===== src/rtl/snoop_resp_pkg.sv =====
// Package: shared line-state and response encodings for the snoop responder.
// Assumes: state codes fit in STW bits; response codes fit in RKW bits.
package snoop_resp_pkg;
    localparam int STW = 5;
    localparam int RKW = 3;

    typedef enum logic [STW-1:0] {
        LS_I   = 5'd0,  LS_S   = 5'd1,  LS_O   = 5'd2,  LS_M   = 5'd3,
        LS_MM  = 5'd4,  LS_IM  = 5'd5,  LS_SM  = 5'd6,  LS_OM  = 5'd7,
        LS_IS  = 5'd8,  LS_II  = 5'd9,  LS_OI  = 5'd10, LS_MI  = 5'd11,
        LS_IT  = 5'd12, LS_ST  = 5'd13, LS_OT  = 5'd14, LS_MT  = 5'd15,
        LS_MMT = 5'd16
    } lstate_t;

    typedef enum logic [RKW-1:0] {
        RK_NONE   = 3'd0, RK_ACK    = 3'd1, RK_ACK_SH = 3'd2,
        RK_DAT_SH = 3'd3, RK_DAT_EX = 3'd4, RK_WB_SH  = 3'd5,
        RK_WB_EX  = 3'd6
    } rkind_t;

    // True for the states that must stall forwarded requests.
    function automatic logic is_transient(lstate_t s);
        return (s == LS_IT) || (s == LS_ST) || (s == LS_OT) ||
               (s == LS_MT) || (s == LS_MMT);
    endfunction
endpackage


===== src/rtl/snoop_classify.sv =====
// Module: snoop_classify
// Splits a forwarded request into write, ordinary read or no-migrate read.
// Assumes: line_atomic reflects the line's stored atomic-touched bit.
module snoop_classify (
    input  logic fwd_valid,
    input  logic fwd_is_write,
    input  logic tag_hit,
    input  logic line_atomic,
    input  logic no_mig_en,
    output logic is_getx,
    output logic is_gets,
    output logic is_nomig
);
    // Decode request flavour from request type and line metadata.
    always_comb begin
        is_getx  = fwd_valid && fwd_is_write;
        is_nomig = fwd_valid && !fwd_is_write && tag_hit && line_atomic && no_mig_en;
        is_gets  = fwd_valid && !fwd_is_write && !is_nomig;
    end
endmodule


===== src/rtl/snoop_decide.sv =====
// Module: snoop_decide
// Pure decode of response kind and next state from current state and
// request flavour. Assumes at most one of the flavour inputs is high.
module snoop_decide
    import snoop_resp_pkg::*;
(
    input  lstate_t st,
    input  logic    is_getx,
    input  logic    is_gets,
    input  logic    is_nomig,
    output logic    stall,
    output rkind_t  kind,
    output lstate_t nxt
);
    logic any_rd;
    assign any_rd = is_gets || is_nomig;

    // Response table: one arm per state group.
    always_comb begin
        stall = 1'b0;
        kind  = RK_NONE;
        nxt   = st;
        if (is_transient(st)) begin
            stall = 1'b1;
        end else if (any_rd || is_getx) begin
            case (st)
                LS_S, LS_SM: begin
                    kind = is_getx ? RK_ACK : RK_ACK_SH;
                    if (is_getx) nxt = (st == LS_S) ? LS_I : LS_IM;
                end
                LS_O, LS_OM: begin
                    kind = is_getx ? RK_DAT_EX : RK_DAT_SH;
                    if (is_getx) nxt = (st == LS_O) ? LS_I : LS_IM;
                end
                LS_M: begin
                    kind = is_getx ? RK_DAT_EX : RK_DAT_SH;
                    nxt  = is_getx ? LS_I : LS_O;
                end
                LS_MM: begin
                    kind = is_nomig ? RK_DAT_SH : RK_DAT_EX;
                    nxt  = is_nomig ? LS_O : LS_I;
                end
                LS_OI, LS_MI: begin
                    kind = is_getx ? RK_WB_EX : RK_WB_SH;
                    nxt  = is_getx ? LS_II : LS_OI;
                end
                default: begin
                    kind = RK_ACK;
                end
            endcase
        end
    end
endmodule


===== src/rtl/line_meta.sv =====
// Module: line_meta
// Holds the dirty and atomic-touched bits of the line.
// Assumes clr and set_dirty never coincide (caller gates them apart).
module line_meta (
    input  logic clk,
    input  logic rst_n,
    input  logic clr,
    input  logic set_dirty,
    input  logic set_atomic,
    output logic dirty,
    output logic atomic
);
    // Update bits: clear wins, otherwise sticky set.
    always_ff @(posedge clk) begin
        if (!rst_n || clr) begin
            dirty  <= 1'b0;
            atomic <= 1'b0;
        end else begin
            if (set_dirty)  dirty  <= 1'b1;
            if (set_atomic) atomic <= 1'b1;
        end
    end
endmodule


===== src/rtl/snoop_resp_top.sv =====
// Module: snoop_resp_top
// Forwarded-request responder for one cache line. Holds line state,
// accepts state loads from the surrounding controller, applies local
// write hits and answers remote reads/writes. Responses are combinational
// in the request cycle; state and bits update on the next edge.
module snoop_resp_top
    import snoop_resp_pkg::*;
(
    input  logic           clk,
    input  logic           rst_n,
    input  logic           fwd_valid,
    input  logic           fwd_is_write,
    input  logic           tag_hit,
    input  logic           no_mig_en,
    input  logic           lcl_wr_valid,
    input  logic           lcl_wr_atomic,
    input  logic           set_valid,
    input  logic [STW-1:0] set_state,
    input  logic           set_fresh,
    output logic           fwd_ready,
    output logic           resp_valid,
    output logic [RKW-1:0] resp_kind,
    output logic           rd_nomig,
    output logic [STW-1:0] state_q,
    output logic           line_dirty,
    output logic           line_atomic
);
    lstate_t st_r, st_dec, st_nxt;
    rkind_t  kind_dec;
    logic    c_getx, c_gets, c_nomig, dec_stall;
    logic    accept, lcl_take, meta_clr;

    snoop_classify u_cls (
        .fwd_valid    (fwd_valid),
        .fwd_is_write (fwd_is_write),
        .tag_hit      (tag_hit),
        .line_atomic  (line_atomic),
        .no_mig_en    (no_mig_en),
        .is_getx      (c_getx),
        .is_gets      (c_gets),
        .is_nomig     (c_nomig)
    );

    snoop_decide u_dec (
        .st       (st_r),
        .is_getx  (c_getx),
        .is_gets  (c_gets),
        .is_nomig (c_nomig),
        .stall    (dec_stall),
        .kind     (kind_dec),
        .nxt      (st_dec)
    );

    // Handshake and local-write qualification.
    always_comb begin
        fwd_ready = !set_valid && !is_transient(st_r);
        accept    = fwd_valid && fwd_ready && !dec_stall;
        lcl_take  = lcl_wr_valid && !fwd_valid && !set_valid &&
                    ((st_r == LS_M) || (st_r == LS_MM));
        meta_clr  = (set_valid && (set_fresh || (lstate_t'(set_state) == LS_I))) ||
                    (accept && c_getx);
    end

    // Next-state select: state load, then accepted request, then local write.
    always_comb begin
        if (set_valid)     st_nxt = lstate_t'(set_state);
        else if (accept)   st_nxt = st_dec;
        else if (lcl_take) st_nxt = LS_MM;
        else               st_nxt = st_r;
    end

    // Line state register.
    always_ff @(posedge clk) begin
        if (!rst_n) st_r <= LS_I;
        else        st_r <= st_nxt;
    end

    line_meta u_meta (
        .clk        (clk),
        .rst_n      (rst_n),
        .clr        (meta_clr),
        .set_dirty  (lcl_take),
        .set_atomic (lcl_take && lcl_wr_atomic),
        .dirty      (line_dirty),
        .atomic     (line_atomic)
    );

    assign resp_valid = accept;
    assign resp_kind  = accept ? kind_dec : RK_NONE;
    assign rd_nomig   = c_nomig;
    assign state_q    = st_r;
endmodule


===== config.mk =====
export PLATFORM = sky130hd
export DESIGN_NAME = snoop_resp_top
export DESIGN_NICKNAME = d
export VERILOG_FILES = /design/src/rtl/snoop_resp_pkg.sv /design/src/rtl/snoop_classify.sv /design/src/rtl/snoop_decide.sv /design/src/rtl/line_meta.sv /design/src/rtl/snoop_resp_top.sv
export SDC_FILE = /design/constraint.sdc
export NUM_CORES = 1
export LEC_CHECK = 0
export BUFFER_PORTS_ARGS = -buffer_cell sky130_fd_sc_hd__buf_2
export CAP_MARGIN = 20
export CELL_PAD_IN_SITES_DETAIL_PLACEMENT = 2
export CELL_PAD_IN_SITES_GLOBAL_PLACEMENT = 2
export CORE_AREA = 4 4 62 64
export DETAILED_ROUTE_END_ITERATION = 8
export DIE_AREA = 0 0 66 68
export PLACE_DENSITY_LB_ADDON = 0.1
export SKIP_LAST_GASP = 1
export SLEW_MARGIN = 10
export SYNTH_ARGS = -nofsm -noshare
export SYNTH_HDL_FRONTEND = slang
export SYNTH_SLANG_ARGS = --single-unit

===== constraint.sdc =====
create_clock -name clk -period 1.5 [get_ports clk]
set_input_delay 0.15 -clock clk [delete_from_list [all_inputs] [get_ports clk]]
set_output_delay 0.15 -clock clk [all_outputs]
set_load 0.02 [all_outputs]

After elaboration in Yosys (flattened, before gate mapping)
Index checks and enable logic that the tools add are counted.
{"block": "op_classes", "n_reduce_logical": 39, "mux": 22, "eq_ne": 18}
{"cell": "$mux W5", "count": 7}
{"cell": "$eq A5 B4 Y1 const B", "count": 6}
{"cell": "$pmux W5 S5", "count": 1}
{"cell": "$mux W3", "count": 7}
{"cell": "$eq A5 B3 Y1 const B", "count": 3}
{"cell": "$logic_and A1 B1 Y1", "count": 15}
{"cell": "$pmux W3 S4", "count": 1}
{"cell": "$eq A5 B2 Y1 const B", "count": 2}
{"cell": "$logic_or A1 B1 Y1", "count": 10}
{"cell": "$mux W2", "count": 5}
{"cell": "$ne A4 B4 Y1 const B", "count": 2}
{"cell": "$logic_not A1 Y1", "count": 7}
{"cell": "$ne A7 B2 Y1 const B", "count": 1}
{"cell": "$reduce_and A6 Y1", "count": 1}
{"cell": "$reduce_or A2 Y1", "count": 3}
{"cell": "$eq A5 B1 Y1 const B", "count": 1}
{"cell": "$eq A5 B5 Y1 const B", "count": 1}
{"cell": "$logic_not A5 Y1", "count": 1}
{"cell": "$ne A3 B2 Y1 const B", "count": 1}
{"cell": "$ne A3 B3 Y1 const B", "count": 1}
{"cell": "$reduce_bool A3 Y1", "count": 1}
{"cell": "$reduce_or A3 Y1", "count": 1}
{"cell": "$mux W1", "count": 1}
{"block": "totals", "register_bits": 7, "out_inout_bits": 13, "elab_cells": 82}

Longest topological paths before layout
{"block": "depth", "word_depth": 13, "depth_mapped": 6, "ltp_nobuf": 5}

Cells and area by module
From an unflattened synthesis, not the netlist that was laid out.
{"block": "hier_totals", "hier_cells": 123, "area_unflattened_um2": 883.3}
{"mod": "snoop_resp_top", "seq_area_each_um2": 100.1, "instances": 1, "area_each_um2": 405.4, "cells_per_inst": 53}
{"mod": "snoop_decide", "seq_area_each_um2": 0.0, "instances": 1, "area_each_um2": 362.8, "cells_per_inst": 58}
{"mod": "line_meta", "seq_area_each_um2": 40.0, "instances": 1, "area_each_um2": 68.8, "cells_per_inst": 7}
{"mod": "snoop_classify", "seq_area_each_um2": 0.0, "instances": 1, "area_each_um2": 46.3, "cells_per_inst": 5}

Least setup slack after synthesis
No wires, ideal clock.
{"block": "synth_timing", "path_type": "reg2out", "from": "register st_r[4] (netlist: state_q[4])", "to": "output resp_kind[0]", "path_slack_ps": -409, "stages_incl_launch_ff": 5, "required_ps": 1350, "arrival_time_ps": 1759, "path_cell_list": "dfxtp_1 > buf_4 > and3b_1 > a211oi_2 > a21boi_1"}
{"block": "synth_via", "elab_chain_len": 10, "elab_cells_between_ends": 30}
{"item": "start: declaration", "line_no": "snoop_resp_top.sv:28", "rtl": "lstate_t st_r, st_dec, st_nxt;"}
{"item": "start signal: assignment", "line_no": "snoop_resp_top.sv:75", "rtl": "else st_r <= st_nxt;"}
{"item": "$eq A5 B4 Y1", "line_no": "snoop_resp_pkg.sv:23", "rtl": "return (s == LS_IT) || (s == LS_ST) || (s == LS_OT) ||"}
{"item": "$logic_or A1 B1 Y1 (3 in series)", "line_no": "snoop_resp_pkg.sv:23"}
{"item": "$logic_or A1 B1 Y1 *", "line_no": "snoop_resp_pkg.sv:24", "rtl": "(s == LS_MT) || (s == LS_MMT);"}
{"item": "$logic_not A1 Y1", "line_no": "snoop_resp_top.sv:56", "rtl": "fwd_ready = !set_valid && !is_transient(st_r);"}
{"item": "$logic_and A1 B1 Y1", "line_no": "snoop_resp_top.sv:56"}
{"item": "$logic_and A1 B1 Y1", "line_no": "snoop_resp_top.sv:57", "rtl": "accept = fwd_valid && fwd_ready && !dec_stall;"}
{"item": "$logic_and A1 B1 Y1 *", "line_no": "snoop_resp_top.sv:57"}
{"item": "named net resp_valid", "line_no": "snoop_resp_top.sv:21", "rtl": "output logic resp_valid,"}
{"item": "$mux W3 *", "line_no": "snoop_resp_top.sv:89", "rtl": "assign resp_kind = accept ? kind_dec : RK_NONE;"}
{"item": "end: declaration", "line_no": "snoop_resp_top.sv:22", "rtl": "output logic [RKW-1:0] resp_kind,"}
The timed path passes the listed nets; every way through them passes the cells marked *.

Worst setup path after layout
{"block": "layout_timing", "from": "register st_r[2] (netlist: state_q[2])", "to": "output resp_kind[0]"}
{"block": "layout_via", "elab_chain_len": 10, "elab_cells_between_ends": 30}
{"item": "parallel branches: the longest is 9 deep, another holds $eq A5 B2 Y1"}
{"item": "$mux W3 *", "line_no": "snoop_resp_top.sv:89"}
Mark *: on every way between the ends.

==> flow_summary.yaml <==
run_status:
  outcome: "finished with violations"
  failed_checks: "setup timing"
yosys:
  synth_area_sq_um: 693
  synth_cell_types: 42
  yosys_warnings: 0
  synth_top_area_frac: 0.202
  ys_seq_area_frac: 0.202
  yosysTopAreaCell: "dfxtp_1"
  synth_nets: 106
  synthFlopType: "dfxtp_1"
  synthTopCellsByArea: "dfxtp_1, nor2_1, nand2b_1"
  synth_area_per_cell_sq_um: 7.62
  synth_edf_count: 0
  ys_ff_latch: 7
  synthCells: 91
  async_flop_share: 0
floorplan:
  rows: 21
  core_sq_um: 3280
  dieArea_sq_um: 4490
  die_x_um: 66
  ioPinCount: 28
  dieHeight_um: 68
  initial_core_util: 0.211
placement:
  dpl_worst_slack_ps: -173
  io_buffers: 27
  placedCellCount: 185
  place_area_sq_um: 1100
  place_congestion: 0.776
  hpwl_um: 2500
setup_path:
  critical_path_class: "reg2out"
  worstPathCellList: "buf_4, and3b_1, a211oi_4, a21boi_4, buf_6"
  end_kind: "output port"
  cp_slowest_cell: "dfxtp_4"
  critical-path-top-delay-family: "compound AO/OA/AOI/OAI gates"
  cp_data_arrival_time_ps: 1640
  reg2reg_from: "state_q[1]"
  critPathMaxStageDelay_ps: 370
  rr_worst_depth: 7
  critPathBufInv: 2
  r2r_slack_ps: -190
  cp_max_fo: 9
  rr_endpoint: "state_q[0]"
  start_kind: "flip-flop"
  critPathRequiredTime_ps: 1350
routing:
  post_drt_wl_per_cell_um: 17.8
  drt_first_pass_iters: 4
  drcViolationCount: 0
  via_per_inst: 4.78
  drtIter0Drc: 24
  vias: 960
  routed_wirelength_um: 3580
  ant_nets: 0
pwr:
  pwr-share-seq: 0.270
  p_sw_frac: 0.387
  powerDensity_nw_per_um2: 615
  netSwitchingPower_mw: 0.325
  peakVddDrop_v: 0.000316
  power.leakage_nw: 0.620
  p_clk_frac: 0.232
  internal_power_mw: 0.516
  p_comb_frac: 0.498
global_route:
  grt_usage: 0.168
  top_usage_layer: "met2"
  antenna_found_initial: 0
  grt_max_degree: 12
  use_met1: 0.196
  grt_pass1_wl_um: 5570
  met2_usage: 0.318
  grt_pass1_vias: 1082
  gr-usage-met3: 0.0213
  overflow: 0
sta:
  fin_worst_skew_ps: 4.24
  worstMarginPinSlew_ps: 356
  period_minus_slack_ps: 1790
  slew_viol_final: 0
  setup_ws_ps: -294
  setup_viol: 7
  period_share: 1.20
  fmax_mhz: 558
  slew_headroom: 0.763
  finalHoldViolations: 0
  rsz0062_at_grt: "yes"
cts:
  path_clk_slew_ps: 60
  cts.path.max_buffers: 2
  cts_buffers: 3
  clkSinkCount: 7
  clock_latency_ps: 270
  h-tree-depth: 1
  cts_root_buffer: "clkbuf_4"
  cts_hold_buf: 0
  cts_tree: "yes"
final_layout:
  diodes: 0
  final_area_sq_um: 1370
  final_cell_mix: "buf_4, buf_2, nor2_1, buf_6"
  instances_no_fill: 201
  nets: 171
  final_common_cell: "buf_4"
  syn2layout_area_growth_pct: 97.3
  drive_gt1_frac: 0.652
worst_hold_path:
  hp-class: "in2reg"
  min_from: "lcl_wr_atomic"
  whs_endpoint: "u_meta.atomic"
  whs_path_depth: 3
job:
  cap_violations: 0
cells in the mapped netlist, types with 2 or more instances:
master	count
inv_1	5
nand2_1	3
and2_1	2
nand2b_1	6
dfxtp_1	7
nor3b_2	2
nor2_1	11
nand3_1	3
and3b_1	2
o21ai_0	5
mux2i_1	2
o22ai_1	2
buf_2	3
buf_6	2
a21oi_1	5
nor2b_1	5
state kept, by name, summed over array words and instances, names as in the netlist:
| signal | count |
|---|---|
| u_meta.dirty | 1 |
| state_q | 5 |
| u_meta.atomic | 1 |
worst max-delay path by stage:
stage | start | to | slack (ps) | depth (start not counted)
2_1_floorplan | state_q[4] | state_q[0] | -70 | 6
3_3_place_gp | state_q[1] | resp_kind[0] | -160 | 5
3_5_place_dp | state_q[2] | state_q[0] | -170 | 5
4_1_cts | state_q[2] | resp_kind[0] | -250 | 5
5_1_grt | state_q[2] | resp_kind[0] | -360 | 5
6_report | state_q[2] | resp_kind[0] | -290 | 5
layer usage:
metal / routed length, um / part of all wire
met2: 1850 / 0.52
met5: 0 / 0
met1: 1580 / 0.44
met3: 111 / 0.031
met4: 45 / 0.013
power by group through the flow:
stage                     registers [mW]  clock network (mW)  logic (mW)
after floorplan                    0.227                   0       0.175
final                              0.227               0.195       0.419
after CTS                          0.226               0.202       0.376
after detailed placement           0.232                   0       0.307
after global routing               0.231               0.213       0.450
after global placement             0.231                   0       0.298
worst reg2reg max path, delay by kind of cell, from the launching register on:
family	cells	cell delay (ps)
AOI/OAI and AO/OA	3	510
and+or+nand+nor	2	400
DFF	1	390
buffers and inverters	2	280
logic make-up (layout without fill, tap and decap cells):
logic type / count (synthesis) / count (layout) / share of synthesized area
flops: 7 / 7 / 0.202
simple gates: 43 / 43 / 0.386
compound gates: 28 / 28 / 0.291
buf+inv: 11 / 75 / 0.0921
mux: 2 / 2 / 0.0289
per-stage QoR:
stage               utilization  power (mW)  hold WS, ps  setup TNS (ps)
floorplan                     -       0.401          277            -151
global placement          0.336       0.529          378            -479
detailed placement        0.336       0.539          407            -522
CTS                       0.393       0.804          124           -1180
global route              0.416       0.894          157           -2140
finish                    0.416       0.842          134           -1360
layout make-up:
cell class / count / area, sq um
repair buffers: 66 / 467
multi-input cells: 73 / 639
clock buffers: 4 / 26.3
fillers: 375 / 1920
well taps: 46 / 57.6
flip-flops and latches: 7 / 159
inverters: 5 / 18.8
timing repair:
item / CTS / global route
pin swaps: 11 / 5
setup endpoints to repair: 7 / 10
gates resized for setup: 22 / 16
buffers inserted: 10 / 3
(Power assumes the default switching activity.)
